==> src/rtl/nlp_pkg.sv <==
package nlp_pkg;

    localparam int LINE_OFF = 6;
    localparam int PAGE_OFF = 12;
    localparam int IDX_W    = PAGE_OFF - LINE_OFF;

    typedef enum logic [1:0] {
        MT_UC = 2'b00,
        MT_WC = 2'b01,
        MT_WT = 2'b10,
        MT_WB = 2'b11
    } mem_type_e;

    typedef struct packed {
        logic not_wb;
        logic page_end;
        logic barrier;
        logic miss_press;
        logic bus_hot;
        logic store_run;
    } veto_t;

    function automatic logic is_last_in_page(input logic [IDX_W-1:0] idx);
        return &idx;
    endfunction

endpackage

==> src/rtl/nlp_store_mon.sv <==
module nlp_store_mon
    import nlp_pkg::*;
#(
    parameter int CNT_W     = 4,
    parameter int STORE_RUN = 8
) (
    input  logic clk,
    input  logic rst,
    input  logic ld_seen,
    input  logic st_seen,
    output logic store_run
);
    localparam logic [CNT_W-1:0] RUN_LIM = CNT_W'(STORE_RUN);
    localparam logic [CNT_W-1:0] CNT_MAX = '1;

    logic [CNT_W-1:0] run_cnt;

    always_ff @(posedge clk) begin
        if (rst) begin
            run_cnt <= '0;
        end else if (ld_seen) begin
            run_cnt <= '0;
        end else if (st_seen && run_cnt != CNT_MAX) begin
            run_cnt <= run_cnt + 1'b1;
        end
    end

    assign store_run = (run_cnt >= RUN_LIM);

    assert_sat_R9: assert property (@(posedge clk) disable iff (rst)
        (run_cnt == CNT_MAX && st_seen && !ld_seen) |=> run_cnt == CNT_MAX);

    assert_clear_R9: assert property (@(posedge clk) disable iff (rst)
        ld_seen |=> !store_run);

endmodule

==> src/rtl/nlp_stream_det.sv <==
module nlp_stream_det
    import nlp_pkg::*;
#(
    parameter int ADDR_W = 32
) (
    input  logic              clk,
    input  logic              rst,
    input  logic              ld_valid,
    input  logic [ADDR_W-1:0] ld_addr,
    input  logic              ld_miss,
    output logic              hit_stream,
    output logic              page_end,
    output logic [ADDR_W-1:0] next_addr
);
    localparam int LINE_W = ADDR_W - LINE_OFF;

    logic [LINE_W-1:0] last_line;
    logic              last_vld;
    logic [LINE_W-1:0] cur_line;
    logic [IDX_W-1:0]  cur_idx;
    logic [IDX_W-1:0]  nxt_idx;

    assign cur_line = ld_addr[ADDR_W-1:LINE_OFF];
    assign cur_idx  = cur_line[IDX_W-1:0];
    assign nxt_idx  = cur_idx + 1'b1;

    always_ff @(posedge clk) begin
        if (rst) begin
            last_line <= '0;
            last_vld  <= 1'b0;
        end else if (ld_valid) begin
            last_line <= cur_line;
            last_vld  <= 1'b1;
        end
    end

    assign hit_stream = ld_valid && ld_miss && last_vld
                        && (cur_line == last_line + 1'b1);
    assign page_end   = is_last_in_page(cur_idx);
    assign next_addr  = {ld_addr[ADDR_W-1:PAGE_OFF], nxt_idx, {LINE_OFF{1'b0}}};

    assert_hist_R3: assert property (@(posedge clk) disable iff (rst)
        ld_valid |=> last_vld);

endmodule

==> src/rtl/nlp_gate.sv <==
module nlp_gate
    import nlp_pkg::*;
#(
    parameter int MISS_W     = 4,
    parameter int MISS_LIMIT = 4,
    parameter int BUS_W      = 4,
    parameter int BUS_LIMIT  = 12
) (
    input  logic [1:0]        memtype,
    input  logic              page_end,
    input  logic              fence_busy,
    input  logic              lock_busy,
    input  logic [MISS_W-1:0] miss_outstanding,
    input  logic [BUS_W-1:0]  bus_occ,
    input  logic              store_run,
    output veto_t             veto
);
    localparam logic [MISS_W-1:0] MISS_LIM_V = MISS_W'(MISS_LIMIT);
    localparam logic [BUS_W-1:0]  BUS_LIM_V  = BUS_W'(BUS_LIMIT);

    always_comb begin
        veto            = '0;
        veto.not_wb     = (mem_type_e'(memtype) != MT_WB);
        veto.page_end   = page_end;
        veto.barrier    = fence_busy || lock_busy;
        veto.miss_press = (miss_outstanding > MISS_LIM_V);
        veto.bus_hot    = (bus_occ >= BUS_LIM_V);
        veto.store_run  = store_run;
    end

endmodule

==> src/rtl/nlp_prefetcher.sv <==
module nlp_prefetcher
    import nlp_pkg::*;
#(
    parameter int ADDR_W     = 32,
    parameter int MISS_W     = 4,
    parameter int MISS_LIMIT = 4,
    parameter int BUS_W      = 4,
    parameter int BUS_LIMIT  = 12,
    parameter int ST_CNT_W   = 4,
    parameter int STORE_RUN  = 8,
    parameter int DROP_W     = 8
) (
    input  logic              clk,
    input  logic              rst,
    input  logic              ld_valid,
    input  logic [ADDR_W-1:0] ld_addr,
    input  logic [1:0]        ld_memtype,
    input  logic              ld_miss,
    input  logic              fence_busy,
    input  logic              lock_busy,
    input  logic [MISS_W-1:0] miss_outstanding,
    input  logic [BUS_W-1:0]  bus_occ,
    input  logic              st_valid,
    output logic              pf_valid,
    output logic [ADDR_W-1:0] pf_addr,
    input  logic              pf_ready,
    output logic [DROP_W-1:0] drop_count
);
    localparam logic [DROP_W-1:0] DROP_MAX = '1;

    logic              hit_stream;
    logic              page_end;
    logic [ADDR_W-1:0] cand_addr;
    logic              store_run;
    veto_t             veto;
    logic              cand_ok;
    logic              stall;

    nlp_stream_det #(.ADDR_W(ADDR_W)) u_det (
        .clk        (clk),
        .rst        (rst),
        .ld_valid   (ld_valid),
        .ld_addr    (ld_addr),
        .ld_miss    (ld_miss),
        .hit_stream (hit_stream),
        .page_end   (page_end),
        .next_addr  (cand_addr)
    );

    nlp_store_mon #(.CNT_W(ST_CNT_W), .STORE_RUN(STORE_RUN)) u_st (
        .clk       (clk),
        .rst       (rst),
        .ld_seen   (ld_valid),
        .st_seen   (st_valid),
        .store_run (store_run)
    );

    nlp_gate #(
        .MISS_W(MISS_W), .MISS_LIMIT(MISS_LIMIT),
        .BUS_W(BUS_W),   .BUS_LIMIT(BUS_LIMIT)
    ) u_gate (
        .memtype          (ld_memtype),
        .page_end         (page_end),
        .fence_busy       (fence_busy),
        .lock_busy        (lock_busy),
        .miss_outstanding (miss_outstanding),
        .bus_occ          (bus_occ),
        .store_run        (store_run),
        .veto             (veto)
    );

    assign cand_ok = hit_stream && (veto == '0);
    assign stall   = pf_valid && !pf_ready;

    always_ff @(posedge clk) begin
        if (rst) begin
            pf_valid   <= 1'b0;
            pf_addr    <= '0;
            drop_count <= '0;
        end else if (cand_ok) begin
            if (stall) begin
                if (drop_count != DROP_MAX) begin
                    drop_count <= drop_count + 1'b1;
                end
            end else begin
                pf_valid <= 1'b1;
                pf_addr  <= cand_addr;
            end
        end else if (pf_valid && pf_ready) begin
            pf_valid <= 1'b0;
        end
    end

    assert_hold_R10: assert property (@(posedge clk) disable iff (rst)
        (pf_valid && !pf_ready) |=> (pf_valid && $stable(pf_addr)));

    assert_drop_R11: assert property (@(posedge clk) disable iff (rst)
        (stall && cand_ok && drop_count != DROP_MAX)
            |=> drop_count == $past(drop_count) + 1'b1);

    assert_wb_only_R4: assert property (@(posedge clk) disable iff (rst)
        $rose(pf_valid) |-> $past(ld_valid && ld_memtype == MT_WB));

    assert_in_page_R5: assert property (@(posedge clk) disable iff (rst)
        pf_valid |-> (pf_addr[PAGE_OFF-1:LINE_OFF] != '0
                      && pf_addr[LINE_OFF-1:0] == '0));

    assert_barrier_R6: assert property (@(posedge clk) disable iff (rst)
        $rose(pf_valid) |-> !$past(fence_busy || lock_busy));

endmodule

==> config.mk <==
export PLATFORM = sky130hd
export DESIGN_NAME = nlp_prefetcher
export DESIGN_NICKNAME = d
export VERILOG_FILES = /design/src/rtl/nlp_pkg.sv /design/src/rtl/nlp_store_mon.sv /design/src/rtl/nlp_stream_det.sv /design/src/rtl/nlp_gate.sv /design/src/rtl/nlp_prefetcher.sv
export SDC_FILE = /design/constraint.sdc
export NUM_CORES = 1
export LEC_CHECK = 0
export ABC_AREA = 0
export BUFFER_PORTS_ARGS = -buffer_cell sky130_fd_sc_hd__clkbuf_2
export CORE_MARGIN = 1.5
export CORE_UTILIZATION = 49
export CTS_CLUSTER_DIAMETER = 100
export DETAILED_ROUTE_END_ITERATION = 6
export HOLD_SLACK_MARGIN = 0.05
export PLACE_DENSITY = 0.76
export SYNTH_ARGS = -nofsm -noshare
export SYNTH_HDL_FRONTEND = slang
export SYNTH_HIERARCHICAL = 1
export SYNTH_SLANG_ARGS = --single-unit
==> constraint.sdc <==
create_clock -name clk -period 3.1 [get_ports clk]
set_input_delay 0 -clock clk [delete_from_list [all_inputs] [get_ports clk]]
set_output_delay 0 -clock clk [all_outputs]
set_load 0.01 [all_outputs]
==> results.sh <==
export IMPL_rows=32
export IMPL_rrSetupSlack_ns=0.03
export IMPL_wire_per_inst_um=14.57
export IMPL_powerDensity_nw_per_um2=407.1
export IMPL_synth_cell_types=57
export IMPL_gp_congestion=0.8719
export IMPL_drtIter0Drc=166
export IMPL_layout_common_cells="clkbuf_2, nand2_1, dfxtp_1, a21oi_1, nor2_1"
export IMPL_drt_met1_wl_um=4346
export IMPL_grt_max_degree=47
export IMPL_ir_drop_v=0.0002243
export IMPL_crit_fanout=7
export IMPL_slowest_stage="or3b_2"
export IMPL_syn_inst=484
export IMPL_synthFlopType="dfxtp_1"
export IMPL_numCtsBuffers=9
export IMPL_numPortBuffers=82
export IMPL_antenna_found_initial=0
export IMPL_hp_class="in -> reg"
export IMPL_cp_common_cell="buf_4"
export IMPL_nets=648
export IMPL_syn2layout_area_growth_pct=29.80
export IMPL_crit_start="u_det/last_line[0]"
export IMPL_grt_overflow_total=0
export IMPL_leakage_nw=2.160
export IMPL_dp_cells=646
export IMPL_final_common_cell="clkbuf_2"
export IMPL_finalClockSkew_ns=0.008363
export IMPL_drc=0
export IMPL_maxCapViolCount=0
export IMPL_critPathLaunchType="flip-flop"
export IMPL_setup_tns_ns=0
export IMPL_core_um2=7848
export IMPL_rsz0062_at_grt="true"
export IMPL_avgSynthCellArea_um2=8.301
export IMPL_nFillCells=654
export IMPL_cts_max_level=3
export IMPL_grt_pass1_wl_um=15830
export IMPL_fin_crit_sh=0.9916
export IMPL_clkTransAtPathRegs_ns=0.07
export IMPL_clockBufferDepth=2
export IMPL_r2r_cells=15
export IMPL_async_flop_share=0
export IMPL_relSlewSlack=0.3703
export IMPL_routed_wl_um=10200
export IMPL_setup_viol=0
export IMPL_synth_edff_count=0
export IMPL_seq_area_frac_synth=0.3588
export IMPL_max_stage_delay_ns=0.44
export IMPL_hold_viol_final=0
export IMPL_grt_pass1_vias=3486
export IMPL_n_antenna_cell=0
export IMPL_crit_chain="ha_4 > nand3_4 > nor4_4 > buf_4 > or3b_2 > a21oi_1 > o31ai_1 > nor4_2 > nor4b_4 > buf_4 > buf_4 > and3_4 > clkbuf_16 > nand2_1 > a21oi_1"
export IMPL_top_layer="met4"
export IMPL_multi_input_area_um2=2359
export IMPL_worstSkewPairLatency_ns=0.35
export IMPL_grt_util_all_layers=0.2274
export IMPL_start_util=0.5120
export IMPL_yosys_warnings=6
export IMPL_cts_tree="done"
export IMPL_dr_pass1_iters=5
export IMPL_register_area_um2=1446
export IMPL_tightest_slew_ns=0.9446
export IMPL_dr_wl_met3_um=503
export IMPL_max_freq_mhz=325.3
export IMPL_status="finished clean"
export IMPL_synth_area_um2=4018
export IMPL_die_w_um=93.55
export IMPL_worst_ep_arrival_time_ns=3.33
export IMPL_dr_wl_met2_um=5176
export IMPL_clock_sinks=72
export IMPL_worstPathRequired_ns=3.36
export IMPL_die_h_um=93.55
export IMPL_final_cells=700
export IMPL_endpoint_kind="flip-flop"
export IMPL_cp_top_family="simple AND/OR/NAND/NOR gates"
export IMPL_hpwl_um=6612
export IMPL_r2r_end="pf_addr[15]"
export IMPL_ant_nets=0
export IMPL_period_minus_slack_ns=3.074
export IMPL_path_buf_inv=4
export IMPL_root_buffer="clkbuf_8"
export IMPL_worst_setup_path_type="reg -> reg"
export IMPL_r2r_start="u_det/last_line[0]"
export IMPL_io_pins=91
export IMPL_holdWs_ns=0.07377
export IMPL_slew_viol_final=0
export IMPL_crit_end="pf_addr[15]"
export IMPL_path_depth=15
export IMPL_die_area_um2=8752
export IMPL_vias_per_cell=5.373
export IMPL_drive_above_1_share=0.2910
export IMPL_vias=3761
export IMPL_synth_seq_cells=72
layout make-up:
cell class / instances / share of cell area
well taps: 102 / 0.02447
clock buffers: 10 / 0.02447
clock inverters: 6 / 0.02063
inverters: 9 / 0.006478
flip-flops and latches: 72 / 0.2774
repair buffers: 146 / 0.1943
multi-input cells: 355 / 0.4523
logic make-up (layout without fill, tap and decap cells):
group / count (synthesis) / after routing / synth area share
compound gates: 75 / 75 / 0.1074
xor+xnor: 37 / 37 / 0.08066
fa+ha+maj: 5 / 5 / 0.01557
buf+inv: 63 / 171 / 0.08876
flops: 72 / 72 / 0.3588
mux: 34 / 34 / 0.08564
other cells: 1 / 6 / 0.0009334
simple gates: 197 / 198 / 0.2622
sequential cells by signal, indices dropped and copies added (netlist names):
name and flops:
u_det/last_vld 1, pf_valid 1, drop_count 8, u_det/last_line 26, pf_addr 32, u_st/run_cnt 4
stage by stage:
step / setup WS, ns / total power [mW] / instance area [µm²] / util
final: 0.02620 / 2.123 / 5215 / 0.6645
after global placement: 0.05237 / 1.213 / 4467 / 0.5692
after CTS: 0.007119 / 2.134 / 5039 / 0.6421
after detailed placement: -0.07570 / 1.221 / 4467 / 0.5692
after global routing: -0.1402 / 2.206 / 5215 / 0.6645
after floorplan: 0.1618 / 1.156 / 4036 / -
routing by layer:
layer	GRT usage	vias up
met1	0.2730	1770
met4	0.08831	0
met5	0	-
met2	0.3967	108
met3	0.04553	19
li1	-	1864
power breakdown:
| part | total [mW] | internal [mW] | leakage [nW] | switching (mW) |
|---|---|---|---|---|
| Sequential | 0.972 | 0.947 | 0.587 | 0.0247 |
| Clock | 0.883 | 0.532 | 0.116 | 0.351 |
| Combinational | 0.268 | 0.131 | 1.46 | 0.137 |
| Total | 2.12 | 1.61 | 2.16 | 0.513 |
how the worst min path moves through the flow:
| stage | start | end | slack, ns | cells after the start |
|---|---|---|---|---|
| 3_3_place_gp | ld_addr[31] | pf_addr[31] | 0.27 | 3 |
| 4_1_cts | ld_addr[8] | u_det/last_line[2] | 0.06 | 3 |
| 3_5_place_dp | ld_addr[31] | pf_addr[31] | 0.27 | 3 |
| 2_1_floorplan | rst | u_st/run_cnt[3] | 0.1 | 1 |
| 5_1_grt | ld_addr[8] | u_det/last_line[2] | 0.09 | 3 |
| 6_report | ld_addr[8] | u_det/last_line[2] | 0.07 | 3 |
worst reg2reg max path, delay by kind of cell, from the launching register on:
family,cells,cell delay [ns]
DFF,1,0.34
AOI/OAI and AO/OA,3,0.44
adders and majority gates,1,0.17
and+or+nand+nor,7,1.44
buffers and inverters,4,0.61
synth_stat cells, types with 3 or more instances:
| master | count | area [µm²] |
|---|---|---|
| o21ai_1 | 3 | 15.01 |
| a21oi_1 | 48 | 240.2 |
| inv_1 | 9 | 33.78 |
| dfxtp_1 | 72 | 1441 |
| xnor2_1 | 22 | 192.7 |
| mux2i_1 | 31 | 310.3 |
| nor3_1 | 5 | 25.02 |
| buf_4 | 30 | 225.2 |
| clkbuf_1 | 16 | 60.06 |
| nand2b_1 | 4 | 25.02 |
| nand4_1 | 6 | 37.54 |
| buf_2 | 6 | 30.03 |
| mux2_2 | 3 | 33.78 |
| nor2_1 | 39 | 146.4 |
| and3_1 | 9 | 56.30 |
| nand2_1 | 79 | 296.5 |
| or3_1 | 6 | 37.54 |
| xor2_1 | 15 | 131.4 |
| o31ai_1 | 6 | 45.04 |
| and4_1 | 4 | 35.03 |
| nand3_1 | 14 | 70.07 |
| or4_1 | 3 | 22.52 |
| o21ai_0 | 5 | 25.02 |
| ha_1 | 5 | 62.56 |
| nor4_1 | 5 | 31.28 |
what timing repair did:
action | 4_1_cts | 5_1_grt
pin swaps | 8 | 11
cloned | 1 | 2
setup buffers | 3 | 5
gates resized for setup | 9 | 19
endpoints found under the hold margin | 53 | 0
endpoints found under the setup margin | 7 | 40
hold buffers | 27 | 0
No activity file was read; power rests on OpenSTA's default activity.
